## config.mk

```make
export PLATFORM = sky130hd
export DESIGN_NAME = sar2b_async_seq
export DESIGN_NICKNAME = d
export VERILOG_FILES = /design/src/rtl/sar2b_pkg.sv /design/src/rtl/sar2b_stage_decode.sv /design/src/rtl/sar2b_tap_select.sv /design/src/rtl/sar2b_result_reg.sv /design/src/rtl/sar2b_async_seq.sv
export SDC_FILE = /design/constraint.sdc
export NUM_CORES = 1
export LEC_CHECK = 0
export BUFFER_PORTS_ARGS = -buffer_cell sky130_fd_sc_hd__buf_2
export CAP_MARGIN = 20
export CORE_AREA = 2 2 154 156
export CTS_BUF_LIST = sky130_fd_sc_hd__clkbuf_4 sky130_fd_sc_hd__clkbuf_8 sky130_fd_sc_hd__clkbuf_16
export DETAILED_ROUTE_END_ITERATION = 16
export DIE_AREA = 0 0 156 158
export REMOVE_ABC_BUFFERS = 1
export SLEW_MARGIN = 40
export SYNTH_ARGS = -nofsm -noshare
export SYNTH_HDL_FRONTEND = slang
export SYNTH_SLANG_ARGS = --single-unit
```

## constraint.sdc

```tcl
create_clock -name clk -period 6.1 [get_ports clk]
set_input_delay 1.22 -clock clk [delete_from_list [all_inputs] [get_ports clk]]
set_output_delay 1.22 -clock clk [all_outputs]
set_load 0.02 [all_outputs]
```

## src/rtl/sar2b_pkg.sv

```systemverilog
// Shared constants for the two-bit-per-stage SAR sequencer.
// Assumes a 6-bit result split into three two-bit banks.
package sar2b_pkg;
    localparam int RES_BITS  = 6;
    localparam int PAIR_BITS = 2;
    localparam int NUM_BANKS = RES_BITS / PAIR_BITS;
    localparam int NUM_CMP   = (1 << PAIR_BITS) - 1;
    localparam int NUM_TAPS  = (1 << RES_BITS) - 1;
endpackage

```

## src/rtl/sar2b_stage_decode.sv

```systemverilog
// Converts one bank's thermometer-coded decisions into a bit pair.
// The pair is the number of ones, so a bubble resolves by counting.
// Flags any pattern that is not a clean thermometer code.
// Assumes bit 0 of dec is the comparator against the lowest tap.
module sar2b_stage_decode #(
    parameter int NCMP = 3,
    parameter int PW   = 2
) (
    input  logic [NCMP-1:0] dec,
    output logic [PW-1:0]   pair,
    output logic            bubble
);
    logic [PW-1:0] ones;

    // Count the ones in the decision vector.
    always_comb begin
        ones = '0;
        for (int i = 0; i < NCMP; i++) begin
            ones = ones + PW'(dec[i]);
        end
    end

    // A legal code is a run of ones starting at bit 0.
    always_comb begin
        pair   = ones;
        bubble = (dec != NCMP'((1 << ones) - 1));
    end
endmodule

```

## src/rtl/sar2b_tap_select.sv

```systemverilog
// Generates one one-hot ladder-tap select per comparator of a bank.
// Comparator i is steered to tap base + step*(i+1); bit k-1 marks tap k.
// All selects are zero while en is low.
// Assumes base + step*NCMP never exceeds NTAPS.
module sar2b_tap_select #(
    parameter int NTAPS = 63,
    parameter int NCMP  = 3,
    parameter int BW    = 6
) (
    input  logic                        en,
    input  logic [BW-1:0]               base,
    input  logic [BW-1:0]               step,
    output logic [NCMP-1:0][NTAPS-1:0]  sel
);
    localparam int IW = BW + 2;

    for (genvar i = 0; i < NCMP; i++) begin : g_cmp
        logic [IW-1:0] idx;
        // Tap index for comparator i.
        assign idx    = IW'(base) + IW'(step) * IW'(i + 1);
        // Decode the index into a one-hot select, gated by enable.
        assign sel[i] = en ? (NTAPS'(1) << (idx - IW'(1))) : '0;
    end
endmodule

```

## src/rtl/sar2b_result_reg.sv

```systemverilog
// Captures the resolved code and flags on the falling clock edge.
// The outputs hold through the following high phase.
// The reset is synchronous, active low, and sampled on the same edge.
module sar2b_result_reg #(
    parameter int NBITS = 6
) (
    input  logic             clk,
    input  logic             rst_n,
    input  logic [NBITS-1:0] code_in,
    input  logic             bubble_in,
    input  logic             timeout_in,
    output logic [NBITS-1:0] code,
    output logic             done,
    output logic             bubble,
    output logic             timeout
);
    // Register the result of the phase that just ended.
    always_ff @(negedge clk) begin
        if (!rst_n) begin
            code    <= '0;
            done    <= 1'b0;
            bubble  <= 1'b0;
            timeout <= 1'b0;
        end else begin
            code    <= code_in;
            done    <= 1'b1;
            bubble  <= bubble_in;
            timeout <= timeout_in;
        end
    end

    // a midpoint fill always ends in a zero bit 0.
    p_timeout_mid_r8: assert property (@(posedge clk) disable iff (!rst_n)
        timeout |-> (code[0] == 1'b0));

    // a result with any flag set also carries done.
    p_flag_done_r9: assert property (@(posedge clk) disable iff (!rst_n)
        (bubble || timeout) |-> done);
endmodule

```

## src/rtl/sar2b_async_seq.sv

```systemverilog
// Sequencer for a 6-bit converter that resolves two bits per bank.
// The three banks chain on their strobes: bank 1 starts on the rising
// clock, and each later bank is triggered by the completion of the one
// before it. The third-bank taps are preset when bank 1 finishes and
// refined when bank 2 finishes. Banks that miss the falling edge are
// filled with the midpoint of the window still open.
// Assumes strobes stay high until the clock falls and are low while it is low.
module sar2b_async_seq
    import sar2b_pkg::*;
#(
    parameter int NBITS = RES_BITS
) (
    input  logic                 clk,
    input  logic                 rst_n,
    input  logic [2:0]           s1_dec,
    input  logic                 s1_done,
    input  logic [2:0]           s2_dec,
    input  logic                 s2_done,
    input  logic [2:0]           s3_dec,
    input  logic                 s3_done,
    output logic                 trig2,
    output logic                 trig3,
    output logic [62:0]          ref2_sel_lo,
    output logic [62:0]          ref2_sel_mid,
    output logic [62:0]          ref2_sel_hi,
    output logic [62:0]          ref3_sel_lo,
    output logic [62:0]          ref3_sel_mid,
    output logic [62:0]          ref3_sel_hi,
    output logic [NBITS-1:0]     code,
    output logic                 done,
    output logic                 bubble,
    output logic                 timeout
);
    localparam int NB    = NUM_BANKS;
    localparam int NC    = NUM_CMP;
    localparam int PW    = PAIR_BITS;
    localparam int NT    = NUM_TAPS;
    localparam int STEP2 = 1 << (NBITS - 2 * PW);
    localparam int STEP3 = 1;
    localparam logic [PW-1:0] PRESET_PAIR = PW'(1 << (PW - 1));

    logic [NC-1:0] dec_all [NB];
    logic [PW-1:0] pair    [NB];
    logic [NB-1:0] bub_raw;
    logic [NB-1:0] chain;
    logic [PW-1:0] sub3;
    logic [NBITS-1:0] base2, base3;
    logic [NC-1:0][NT-1:0] sel2, sel3;
    logic [NBITS-1:0] res_code;
    logic res_bub, res_to;

    // Bundle the bank decisions for the generated decoders.
    assign dec_all[0] = s1_dec;
    assign dec_all[1] = s2_dec;
    assign dec_all[2] = s3_dec;

    for (genvar b = 0; b < NB; b++) begin : g_bank
        sar2b_stage_decode #(.NCMP(NC), .PW(PW)) u_dec (
            .dec    (dec_all[b]),
            .pair   (pair[b]),
            .bubble (bub_raw[b])
        );
    end

    // Completion chain: a bank counts only after all banks above it.
    always_comb begin
        chain[0] = s1_done;
        chain[1] = s1_done & s2_done;
        chain[2] = s1_done & s2_done & s3_done;
    end

    // Triggers exist only in the evaluation phase.
    assign trig2 = clk & chain[0];
    assign trig3 = clk & chain[1];

    // Reference windows: the bank-2 quarter, and the bank-3 sixteenth, which is preset until bank 2 resolves.
    assign sub3  = chain[1] ? pair[1] : PRESET_PAIR;
    assign base2 = {pair[0], {(NBITS - PW){1'b0}}};
    assign base3 = {pair[0], sub3, {(NBITS - 2 * PW){1'b0}}};

    sar2b_tap_select #(.NTAPS(NT), .NCMP(NC), .BW(NBITS)) u_sel2 (
        .en   (trig2),
        .base (base2),
        .step (NBITS'(STEP2)),
        .sel  (sel2)
    );

    sar2b_tap_select #(.NTAPS(NT), .NCMP(NC), .BW(NBITS)) u_sel3 (
        .en   (trig2),
        .base (base3),
        .step (NBITS'(STEP3)),
        .sel  (sel3)
    );

    assign ref2_sel_lo  = sel2[0];
    assign ref2_sel_mid = sel2[1];
    assign ref2_sel_hi  = sel2[2];
    assign ref3_sel_lo  = sel3[0];
    assign ref3_sel_mid = sel3[1];
    assign ref3_sel_hi  = sel3[2];

    // Resolve the code, filling unfinished banks with the window midpoint.
    always_comb begin
        res_code = {1'b1, {(NBITS - 1){1'b0}}};
        if (chain[2]) begin
            res_code = {pair[0], pair[1], pair[2]};
        end else if (chain[1]) begin
            res_code = {pair[0], pair[1], 2'b10};
        end else if (chain[0]) begin
            res_code = {pair[0], 4'b1000};
        end
        res_to  = ~chain[2];
        res_bub = |(chain & bub_raw);
    end

    sar2b_result_reg #(.NBITS(NBITS)) u_res (
        .clk        (clk),
        .rst_n      (rst_n),
        .code_in    (res_code),
        .bubble_in  (res_bub),
        .timeout_in (res_to),
        .code       (code),
        .done       (done),
        .bubble     (bubble),
        .timeout    (timeout)
    );

    // bank 3 is never started ahead of bank 2.
    p_trig_order_r4: assert property (@(negedge clk) disable iff (!rst_n)
        trig3 |-> trig2);

    // the bank-3 middle tap lies inside the quarter picked by bank 1.
    p_ref3_in_quarter_r6: assert property (@(negedge clk) disable iff (!rst_n)
        trig2 |-> ((ref3_sel_mid & (NT'(16'h7FFF) << (16 * pair[0]))) != '0));

    // the low phase drives no reference select.
    p_sel_low_r7: assert property (@(posedge clk) disable iff (!rst_n)
        (ref2_sel_mid == '0) && (ref3_sel_mid == '0) && !trig2);
endmodule

```

==> impl_metrics.env <==
export IMPL_final_common_cell="conb_1"
export IMPL_utilization_pct=21.9
export IMPL_antenna_found_initial=0
export IMPL_grt_pass1_vias=2604
export IMPL_wl_mm=10.6
export IMPL_mostFrequentLayoutCells="conb_1 (318), clkbuf_16 (87), buf_2 (67), inv_1 (32), clkbuf_4 (19)"
export IMPL_dr_pass1_iters=7
export IMPL_synth_cell_types=21
export IMPL_critPathMaxStageDelay_ns=0.16
export IMPL_cp_start_kind="clock port"
export IMPL_grt_ovfl_total=0
export IMPL_die_w_um=156
export IMPL_path_depth=14
export IMPL_vdd_drop_max_mv=0.146
export IMPL_coreArea_um2=23100
export IMPL_arrival_ns=4.84
export IMPL_setup_tns_final_ns=0
export IMPL_worstHoldPathCells=7
export IMPL_required_ns=4.88
export IMPL_cap_violations=0
export IMPL_ys_seq_area_share_pct=5.62
export IMPL_cpMostUsedCell="clkbuf_16"
export IMPL_yosysWarnings=0
export IMPL_hold_violations=0
export IMPL_gp_congestion=0.579
export IMPL_die_h_um=158
export IMPL_finalNetCount=596
export IMPL_p_leak_nw=3.05
export IMPL_tightest_slew_ns=0.749
export IMPL_placed_cells=759
export IMPL_drc=0
export IMPL_crit_path_max_fanout=3
export IMPL_wl_per_cell_um=11.9
export IMPL_slew_headroom_pct=50.1
export IMPL_syn_cell_area_um2=3210
export IMPL_ant_nets=0
export IMPL_syn_inst=427
export IMPL_dpl_hpwl_mm=4.11
export IMPL_io_buffers=84
export IMPL_rsz0062_at_grt="yes"
export IMPL_area_delta_synth_final_pct=57.4
export IMPL_crit_family="buffers and inverters"
export IMPL_rows=56
export IMPL_die_area_um2=24600
export IMPL_pre_cts_ws_ns=0.789
export IMPL_initial_core_util_pct=13.9
export IMPL_async_flop_share_pct=0
export IMPL_avgSynthCellArea_um2=7.51
export IMPL_yosys_most_used_dff="dfxtp_1"
export IMPL_grtUsageTotal_pct=7.56
export IMPL_grt_pass1_wl_mm=13.4
export IMPL_drive_gt1_share_pct=34.4
export IMPL_grt_max_degree=13
export IMPL_powerDensity_nw_per_um2=226
export IMPL_cts_tree="done"
export IMPL_synth_edf_count=0
export IMPL_setup_ws_ns=0.0437
export IMPL_synth_seq_cells=9
export IMPL_ios=403
export IMPL_dr_first_iter_drc_count=353
export IMPL_slowest_stage="clkbuf_16"
export IMPL_final_instance_count_excl_fill=891
export IMPL_diodes=0
export IMPL_path_cells="clkbuf_16 -> clkbuf_16 -> clkbuf_16 -> clkbuf_16 -> clkbuf_16 -> nand2_8 -> clkbuf_16 -> or3_4 -> clkbuf_16 -> clkbuf_16 -> nor2_2 -> clkbuf_16 -> clkbuf_16 -> buf_6"
export IMPL_finalMaxSlewViolations=0
export IMPL_hold_class="clock port to primary output"
export IMPL_p_total_mw=1.14
export IMPL_vias=2504
export IMPL_worstSetupPathType="clock port to primary output"
export IMPL_finalSetupViolations=0
export IMPL_crit_buf_inv=11
export IMPL_outcome="finished clean"
export IMPL_viasPerCell=2.81
export IMPL_critPathCaptureType="primary output"
==> kinds of logic after synthesis <==
logic type / count (synthesis) / share of synthesized area (%)
AOI/OAI and AO/OA: 9 / 1.68
adders and majority gates: 3 / 1.87
buffers and inverters: 370 / 85.2
DFF: 9 / 5.62
other: 1 / 0.117
and+or+nand+nor: 35 / 5.50
==> synthesized netlist by cell type, types with 2 or more instances <==
| cell type | count | area [um2] |
|---|---|---|
| dfxtp_1 | 9 | 180 |
| or3_4 | 2 | 22.5 |
| nand2_1 | 5 | 18.8 |
| buf_4 | 358 | 2690 |
| fa_1 | 3 | 60.1 |
| and3_1 | 2 | 12.5 |
| nand4_1 | 3 | 18.8 |
| and3_2 | 2 | 15.0 |
| inv_1 | 11 | 41.3 |
| nor2_1 | 16 | 60.1 |
| or3_1 | 2 | 12.5 |
| o21ai_0 | 2 | 10.0 |
| a21oi_1 | 4 | 20.0 |
==> through the flow <==
step | instance area, um2 | hold WS, ns
final | 5050 | 2.10
after global routing | 5050 | 2.12
after floorplan | 1710 | 1.41
after detailed placement | 2490 | 1.45
after global placement | 2490 | 1.45
after CTS | 5030 | 2.11
==> area by class of cell <==
type / count / area [um2]
Clock buffer: 173 / 2750
Clock inverter: 27 / 101
Fill cell: 2420 / 18000
Inverter: 5 / 18.8
Multi-Input combinational cell: 365 / 1530
Sequential cell: 9 / 180
Tap cell: 290 / 363
Timing Repair Buffer: 22 / 110
==> final timing paths <==
kind  from              end  slack [ns]
max    clk  ref3_sel_hi[38]        0.04
min    clk            trig3        2.10
==> worst min-delay path, cell delays in order <==
cell	delay, ns
clkbuf_16	0.10
clkbuf_16	0.11
clkbuf_16	0.11
clkbuf_16	0.13
clkbuf_16	0.11
and3_2	0.16
buf_2	0.16
==> registers in the layout (all words and copies together) (netlist names) <==
register and flops:
u_res.timeout 1, u_res.done 1, u_res.bubble 1, u_res.code 6
==> where the power goes <==
part           switching [mW]  total, mW  leakage, nW  internal, mW
clock network           0.263      0.862         1.76         0.599
logic                   0.203      0.215         1.22        0.0118
registers             0.00110     0.0638       0.0745        0.0627
==> layer usage <==
layer	routed length [um]	vias up	track usage, %
li1	-	952	-
met1	2490	1080	3.57
met2	4740	374	8.81
met3	2220	98	8.92
met4	1160	0	14.3
met5	0	-	3.11
==> timing repair <==
item	4_1_cts	5_1_grt
resized for setup	37	1
setup buffers	3	2
endpoints found under the setup margin	42	7
pin swaps	2	0
hold buffers	0	0
Power figures use the tool's default switching activity.
